`src/rtl/mesh_yx_pkg.sv`:
```
package mesh_yx_pkg;
  typedef enum logic [1:0] {
    RT_EJECT = 2'd0,
    RT_COL   = 2'd1,
    RT_ROW   = 2'd2
  } route_e;

  localparam int NUM_OUT = 3;
  localparam int OUT_EJ  = 0;
  localparam int OUT_COL = 1;
  localparam int OUT_ROW = 2;
endpackage

```
`src/rtl/mesh_route_dec.sv`:
```
module mesh_route_dec
  import mesh_yx_pkg::*;
#(
  parameter int COORD_W   = 3,
  parameter int MY_X      = 0,
  parameter int MY_Y      = 0,
  parameter bit ROW_INPUT = 1'b0
) (
  input  logic [COORD_W-1:0] dst_x,
  input  logic [COORD_W-1:0] dst_y,
  output route_e             route
);
  localparam logic [COORD_W-1:0] MX = COORD_W'(MY_X);
  localparam logic [COORD_W-1:0] MY = COORD_W'(MY_Y);

  generate
    if (ROW_INPUT) begin : g_row
      // row traffic never turns back onto a column
      assign route = (dst_x == MX && dst_y == MY) ? RT_EJECT : RT_ROW;
    end else begin : g_col
      assign route = (dst_y != MY) ? RT_COL :
                     (dst_x != MX) ? RT_ROW : RT_EJECT;
    end
  endgenerate
endmodule

```
`src/rtl/mesh_out_reg.sv`:
```
module mesh_out_reg #(
  parameter int W = 22
) (
  input  logic         clk,
  input  logic         rst,
  input  logic         load,
  input  logic [W-1:0] din,
  input  logic         o_ready,
  output logic         o_valid,
  output logic [W-1:0] o_data,
  output logic         can_load
);
  assign can_load = !o_valid || o_ready;

  always_ff @(posedge clk) begin
    if (rst) begin
      o_valid <= 1'b0;
    end else if (can_load) begin
      o_valid <= load;
    end
  end

  always_ff @(posedge clk) begin
    if (load && can_load) begin
      o_data <= din;
    end
  end

  // a stalled output keeps its flit
  a_r10_hold: assert property (@(posedge clk) disable iff (rst)
    o_valid && !o_ready |=> o_valid && $stable(o_data));

  // the arbiters never load into a stalled output
  a_r10_no_overwrite: assert property (@(posedge clk) disable iff (rst)
    load |-> can_load);
endmodule

```
`src/rtl/mesh_turn_arb.sv`:
```
module mesh_turn_arb (
  input  logic clk,
  input  logic rst,
  input  logic thru_req,
  input  logic turn_req,
  input  logic inj_req,
  input  logic can_load,
  output logic gnt_thru,
  output logic gnt_turn,
  output logic gnt_inj
);
  logic favor_inj;
  logic slot_free;

  assign slot_free = can_load && !thru_req;
  assign gnt_thru  = thru_req && can_load;
  assign gnt_turn  = slot_free && turn_req && (!inj_req || !favor_inj);
  assign gnt_inj   = slot_free && inj_req && (!turn_req || favor_inj);

  always_ff @(posedge clk) begin
    if (rst) begin
      favor_inj <= 1'b0;
    end else if (gnt_turn) begin
      favor_inj <= 1'b1;
    end else if (gnt_inj) begin
      favor_inj <= 1'b0;
    end
  end

  // one winner at most per cycle
  a_r6_onehot: assert property (@(posedge clk) disable iff (rst)
    $onehot0({gnt_thru, gnt_turn, gnt_inj}));

  // after a turn win under contention, the next contested slot goes to injection
  a_r7_alternate: assert property (@(posedge clk) disable iff (rst)
    !$past(rst) && $past(turn_req && inj_req && gnt_turn) &&
    turn_req && inj_req && slot_free |-> gnt_inj);

  // and the reverse
  a_r7_alternate_back: assert property (@(posedge clk) disable iff (rst)
    !$past(rst) && $past(turn_req && inj_req && gnt_inj) &&
    turn_req && inj_req && slot_free |-> gnt_turn);
endmodule

```
`src/rtl/mesh_yx_router.sv`:
```
module mesh_yx_router
  import mesh_yx_pkg::*;
#(
  parameter int COORD_W   = 3,
  parameter int PAYLOAD_W = 16,
  parameter int MY_X      = 0,
  parameter int MY_Y      = 0,
  localparam int FLIT_W   = PAYLOAD_W + 2 * COORD_W
) (
  input  logic              clk,
  input  logic              rst,
  input  logic              inj_valid,
  output logic              inj_ready,
  input  logic [FLIT_W-1:0] inj_flit,
  input  logic              col_in_valid,
  output logic              col_in_ready,
  input  logic [FLIT_W-1:0] col_in_flit,
  input  logic              row_in_valid,
  output logic              row_in_ready,
  input  logic [FLIT_W-1:0] row_in_flit,
  output logic              col_out_valid,
  input  logic              col_out_ready,
  output logic [FLIT_W-1:0] col_out_flit,
  output logic              row_out_valid,
  input  logic              row_out_ready,
  output logic [FLIT_W-1:0] row_out_flit,
  output logic              ej_valid,
  input  logic              ej_ready,
  output logic [FLIT_W-1:0] ej_flit
);
  localparam int XLO = PAYLOAD_W;
  localparam int YLO = PAYLOAD_W + COORD_W;
  localparam logic [COORD_W-1:0] MX = COORD_W'(MY_X);
  localparam logic [COORD_W-1:0] MY = COORD_W'(MY_Y);

  route_e r_inj, r_col, r_row;

  mesh_route_dec #(.COORD_W(COORD_W), .MY_X(MY_X), .MY_Y(MY_Y), .ROW_INPUT(1'b0)) u_dec_inj (
    .dst_x(inj_flit[XLO +: COORD_W]), .dst_y(inj_flit[YLO +: COORD_W]), .route(r_inj));
  mesh_route_dec #(.COORD_W(COORD_W), .MY_X(MY_X), .MY_Y(MY_Y), .ROW_INPUT(1'b0)) u_dec_col (
    .dst_x(col_in_flit[XLO +: COORD_W]), .dst_y(col_in_flit[YLO +: COORD_W]), .route(r_col));
  mesh_route_dec #(.COORD_W(COORD_W), .MY_X(MY_X), .MY_Y(MY_Y), .ROW_INPUT(1'b1)) u_dec_row (
    .dst_x(row_in_flit[XLO +: COORD_W]), .dst_y(row_in_flit[YLO +: COORD_W]), .route(r_row));

  // requests per source and target
  logic col_thru, col_turn, col_ej, row_thru, row_ej, inj_col, inj_row, inj_ej;
  assign col_thru = col_in_valid && (r_col == RT_COL);
  assign col_turn = col_in_valid && (r_col == RT_ROW);
  assign col_ej   = col_in_valid && (r_col == RT_EJECT);
  assign row_thru = row_in_valid && (r_row == RT_ROW);
  assign row_ej   = row_in_valid && (r_row == RT_EJECT);
  assign inj_col  = inj_valid && (r_inj == RT_COL);
  assign inj_row  = inj_valid && (r_inj == RT_ROW);
  assign inj_ej   = inj_valid && (r_inj == RT_EJECT);

  // output stages
  logic [NUM_OUT-1:0] o_load, o_can, o_rdy, o_vld;
  logic [FLIT_W-1:0]  o_din [NUM_OUT];
  logic [FLIT_W-1:0]  o_q   [NUM_OUT];

  generate
    for (genvar g = 0; g < NUM_OUT; g++) begin : g_out
      mesh_out_reg #(.W(FLIT_W)) u_reg (
        .clk(clk), .rst(rst), .load(o_load[g]), .din(o_din[g]),
        .o_ready(o_rdy[g]), .o_valid(o_vld[g]), .o_data(o_q[g]), .can_load(o_can[g]));
    end
  endgenerate

  assign o_rdy[OUT_EJ]  = ej_ready;
  assign o_rdy[OUT_COL] = col_out_ready;
  assign o_rdy[OUT_ROW] = row_out_ready;

  assign ej_valid      = o_vld[OUT_EJ];
  assign ej_flit       = o_q[OUT_EJ];
  assign col_out_valid = o_vld[OUT_COL];
  assign col_out_flit  = o_q[OUT_COL];
  assign row_out_valid = o_vld[OUT_ROW];
  assign row_out_flit  = o_q[OUT_ROW];

  // column output: ring traffic first, injection takes idle slots
  logic g_col_thru, g_inj_col;
  assign g_col_thru = col_thru && o_can[OUT_COL];
  assign g_inj_col  = inj_col && !col_thru && o_can[OUT_COL];

  // row output: ring traffic first, then round-robin turn vs injection
  logic g_row_thru, g_turn, g_inj_row;
  mesh_turn_arb u_row_arb (
    .clk(clk), .rst(rst), .thru_req(row_thru), .turn_req(col_turn), .inj_req(inj_row),
    .can_load(o_can[OUT_ROW]), .gnt_thru(g_row_thru), .gnt_turn(g_turn), .gnt_inj(g_inj_row));

  // ejection: row, then column, then local
  logic g_row_ej, g_col_ej, g_inj_ej;
  assign g_row_ej = row_ej && o_can[OUT_EJ];
  assign g_col_ej = col_ej && !row_ej && o_can[OUT_EJ];
  assign g_inj_ej = inj_ej && !row_ej && !col_ej && o_can[OUT_EJ];

  assign o_load[OUT_COL] = g_col_thru || g_inj_col;
  assign o_din[OUT_COL]  = g_col_thru ? col_in_flit : inj_flit;
  assign o_load[OUT_ROW] = g_row_thru || g_turn || g_inj_row;
  assign o_din[OUT_ROW]  = g_row_thru ? row_in_flit : (g_turn ? col_in_flit : inj_flit);
  assign o_load[OUT_EJ]  = g_row_ej || g_col_ej || g_inj_ej;
  assign o_din[OUT_EJ]   = g_row_ej ? row_in_flit : (g_col_ej ? col_in_flit : inj_flit);

  assign col_in_ready = g_col_thru || g_turn || g_col_ej;
  assign row_in_ready = g_row_thru || g_row_ej;
  assign inj_ready    = g_inj_col || g_inj_row || g_inj_ej;

  // only flits for another row use the column output
  a_r2_col_out_dest: assert property (@(posedge clk) disable iff (rst)
    col_out_valid |-> col_out_flit[YLO +: COORD_W] != MY);

  // row output carries flits for this row and another column
  a_r3_row_out_dest: assert property (@(posedge clk) disable iff (rst)
    row_out_valid |-> (row_out_flit[YLO +: COORD_W] == MY) && (row_out_flit[XLO +: COORD_W] != MX));

  // only flits addressed to this tile are ejected
  a_r4_eject_dest: assert property (@(posedge clk) disable iff (rst)
    ej_valid |-> (ej_flit[YLO +: COORD_W] == MY) && (ej_flit[XLO +: COORD_W] == MX));

  // column ring traffic blocks a column-bound injection
  a_r5_col_first: assert property (@(posedge clk) disable iff (rst)
    col_thru && inj_col |-> !inj_ready);

  // row ring traffic blocks turn and injection
  a_r6_row_first: assert property (@(posedge clk) disable iff (rst)
    row_thru && o_can[OUT_ROW] |-> row_in_ready && !(col_in_ready && col_turn) && !(inj_ready && inj_row));

  // row ejection beats the others
  a_r8_eject_order: assert property (@(posedge clk) disable iff (rst)
    row_ej && o_can[OUT_EJ] |-> row_in_ready && !(col_in_ready && col_ej) && !(inj_ready && inj_ej));
endmodule

```
`config.mk`:
```
export PLATFORM = sky130hd
export DESIGN_NAME = mesh_yx_router
export DESIGN_NICKNAME = d
export VERILOG_FILES = /design/src/rtl/mesh_yx_pkg.sv /design/src/rtl/mesh_route_dec.sv /design/src/rtl/mesh_out_reg.sv /design/src/rtl/mesh_turn_arb.sv /design/src/rtl/mesh_yx_router.sv
export SDC_FILE = /design/constraint.sdc
export NUM_CORES = 1
export LEC_CHECK = 0
export ABC_AREA = 1
export BUFFER_PORTS_ARGS = -buffer_cell sky130_fd_sc_hd__clkbuf_2
export CAP_MARGIN = 0
export CELL_PAD_IN_SITES_DETAIL_PLACEMENT = 0
export CELL_PAD_IN_SITES_GLOBAL_PLACEMENT = 1
export CORE_UTILIZATION = 38
export CTS_CLUSTER_SIZE = 16
export DETAILED_ROUTE_END_ITERATION = 10
export PLACE_DENSITY_LB_ADDON = 0.15
export SLEW_MARGIN = 20
export SYNTH_ARGS = -nofsm -noshare
export SYNTH_HDL_FRONTEND = slang
export SYNTH_SLANG_ARGS = --single-unit
export TNS_END_PERCENT = 1
```
`constraint.sdc`:
```
create_clock -name clk -period 3.5 [get_ports clk]
set_clock_uncertainty 0.05 [all_clocks]
set_input_delay 0.175 -clock clk [delete_from_list [all_inputs] [get_ports clk]]
set_output_delay 0.175 -clock clk [all_outputs]
set_load 0.005 [all_outputs]
```
==> flow_summary.toml <==
[timing]
timing.final.ws_setup_ns = 1.19
slew_viol_final = 0
rsz0062_at_grt = "no"
slew_headroom_pct = 52.8
fmax_mhz = 432
hold_viol_final = 0
fin_crit_sh_pct = 66.1
tns_ns = 0
worst_slew_pin_slew_ns = 0.708
finalCriticalPeriod_ns = 2.31
setup_viol = 0

[yosys]
synth_nets = 516
ys.flop_type = "edfxtp_1"
synth_top_area_share_pct = 51.6
synthArstFlopShare_pct = 0
ys_top_cells_by_area = "edfxtp_1 (52%), nand2_1 (15%), nand3_1 (6.3%)"
synth-edff-count = 66
synth_cells = 442
syn_area_sq_um = 3840
synth_cell_type_count = 24
synth_area_per_cell_sq_um = 8.69
ys_seq_elements = 70
synth.yosys.seq_area_share_pct = 53.7
ys_warn_count = 0
yosysTopAreaCell = "edfxtp_1"

[place]
dp_hpwl_microns = 7860
portBuffers = 145
dp_slack_ns = 0.888
gp_congestion = 0.779

[critical_path]
worstPathArrival_ns = 2.28
slowest_delay_ns = 0.51
path_class = "flop to flop"
cp_cell_sequence = "inv_1 -> nor2_1 -> a21oi_4 -> nand3_4 -> nand3_1 -> buf_4"
endpoint_kind = "flop"
cpMaxStageDelayCell = "a21oi_4"
required_ns = 3.46
crit_path_start_kind = "flop"
crit_fanout = 26

[finish]
area_growth_pct = 25.0
drive_gt1_share_pct = 31.2
diodes = 0
nNetsFinal = 650
layout_commonest_cell = "nand2_1"
final_cell_mix = "nand2_1 (149), clkbuf_2 (145), edfxtp_1 (66), inv_1 (57), nand3_1 (46)"

[clock_tree]
cts_root_buf = "clkbuf_8"
cts_buffer_depth = 2
clk_pin_slew_ns = 0.08
cts.sinks = 70
cts_setup_buffers = 0
cts_tree = "built"
cts_made_buffers = 9
clkLatencyLatePin_ns = 0.35
htreeDepth = 3

[floorplan]
die_w_microns = 103
start_util_pct = 39.3
core_sq_um = 9770
num_rows = 36
boundaryPins = 146
die_h_microns = 103
dieArea_sq_um = 10500

[detailed_routing]
via_per_inst = 4.95
finalWirelength_microns = 11000
vias = 3535
dr.pass1.iters = 4
ant_nets = 0
wire_per_inst_microns = 15.4
drc = 0
drt_iter0_markers = 186

[power]
ir_drop_mv = 0.173
p_per_area_nw_per_um2 = 408
p_leak_nw = 2.43

[global_routing]
grt_pass1_wl_microns = 17300
grt_pass1_vias = 3482
grt_max_degree = 30
antenna_found_initial = 0
grt_overflow = 0
grt_usage_pct = 22.2

[outcome]
outcome = "finished, final reports clean"

[worst_hold_path]
hold_path.class = "primary input to flop"

[run]
cap_violations = 0
==> path summary, 6_finish.rpt <==
kind                            cells after the start              startpoint  slack [ns]                        to
worst min-delay path                                3          row_in_flit[2]        0.07  g_out[0].u_reg.o_data[2]
worst max-delay path                                6  g_out[2].u_reg.o_valid        1.19  g_out[2].u_reg.o_data[8]
worst max register to register                      6  g_out[2].u_reg.o_valid        1.19  g_out[2].u_reg.o_data[8]
worst min register to register                      2     u_row_arb.favor_inj        0.45       u_row_arb.favor_inj
==> per-layer routing <==
layer  up-vias  GRT usage [%]  part of all wire [%]
met3        20           3.73                   7.2
li1       1738              -                     -
met5         -              0                     0
met4         0           9.23                   2.2
met2       149           36.3                    47
met1      1628           29.1                    43
==> cell usage after synthesis, types with 2 or more instances <==
| cell type | count |
|---|---|
| inv_1 | 57 |
| nor2_1 | 11 |
| inv_2 | 2 |
| buf_2 | 15 |
| clkbuf_1 | 4 |
| buf_4 | 4 |
| nor3_1 | 3 |
| buf_6 | 6 |
| nand3_2 | 3 |
| nand3_4 | 2 |
| o21ai_0 | 22 |
| nand2_1 | 149 |
| nand4_1 | 38 |
| edfxtp_1 | 66 |
| dfxtp_1 | 4 |
| nand3_1 | 48 |
==> through the flow <==
step	hold WS (ns)	power (mW)	cell area (sq um)	utilization (%)	std cells
2_1_floorplan	0.194	1.18	3840	-	442
3_3_place_gp	0.312	1.33	4600	47.0	697
3_5_place_dp	0.315	1.33	4600	47.0	697
4_1_cts	0.0585	1.98	4800	49.1	714
5_1_grt	0.0721	2.05	4800	49.1	714
6_report	0.0691	1.96	4800	49.1	714
==> logic make-up (layout without fill, tap and decap cells) <==
family | Yosys count | after routing | share of synthesized area (%)
buffers and inverters | 88 | 227 | 10.6
AND/OR/NAND/NOR | 260 | 260 | 32.3
AO/OA/AOI/OAI | 24 | 24 | 3.42
flip-flops | 70 | 70 | 53.7
==> power by group <==
group	switching [mW]	internal (mW)	total (mW)	leakage [nW]
logic	0.185	0.116	0.301	1.67
clock network	0.323	0.327	0.650	0.0883
registers	0.0164	0.991	1.01	0.665
total	0.524	1.43	1.96	2.43
==> timing repair <==
item | 4_1_cts | 5_1_grt
hold buffers | 1 | 0
hold endpoints to repair | 1 | 0
gates resized for setup | 0 | 0
==> critical path, delay by kind of cell (launching register included) <==
kind / cells / cell delay, ns
and+or+nand+nor: 3 / 0.70
AOI/OAI and AO/OA: 1 / 0.51
buffers and inverters: 2 / 0.38
DFF: 1 / 0.32
==> registers in the layout (all words and copies together), names as in the netlist <==
name	cells
g_out.u_reg.o_data	66
g_out.u_reg.o_valid	3
u_row_arb.favor_inj	1
==> layout make-up <==
class / count / area (sq um)
Fill cell: 992 / 4970
Sequential cell: 70 / 2060
Multi-Input combinational cell: 284 / 1380
Timing Repair Buffer: 152 / 781
Inverter: 59 / 221
Tap cell: 133 / 166
Clock buffer: 10 / 128
Clock inverter: 6 / 62.6
No activity file was read; power rests on OpenSTA's default activity.
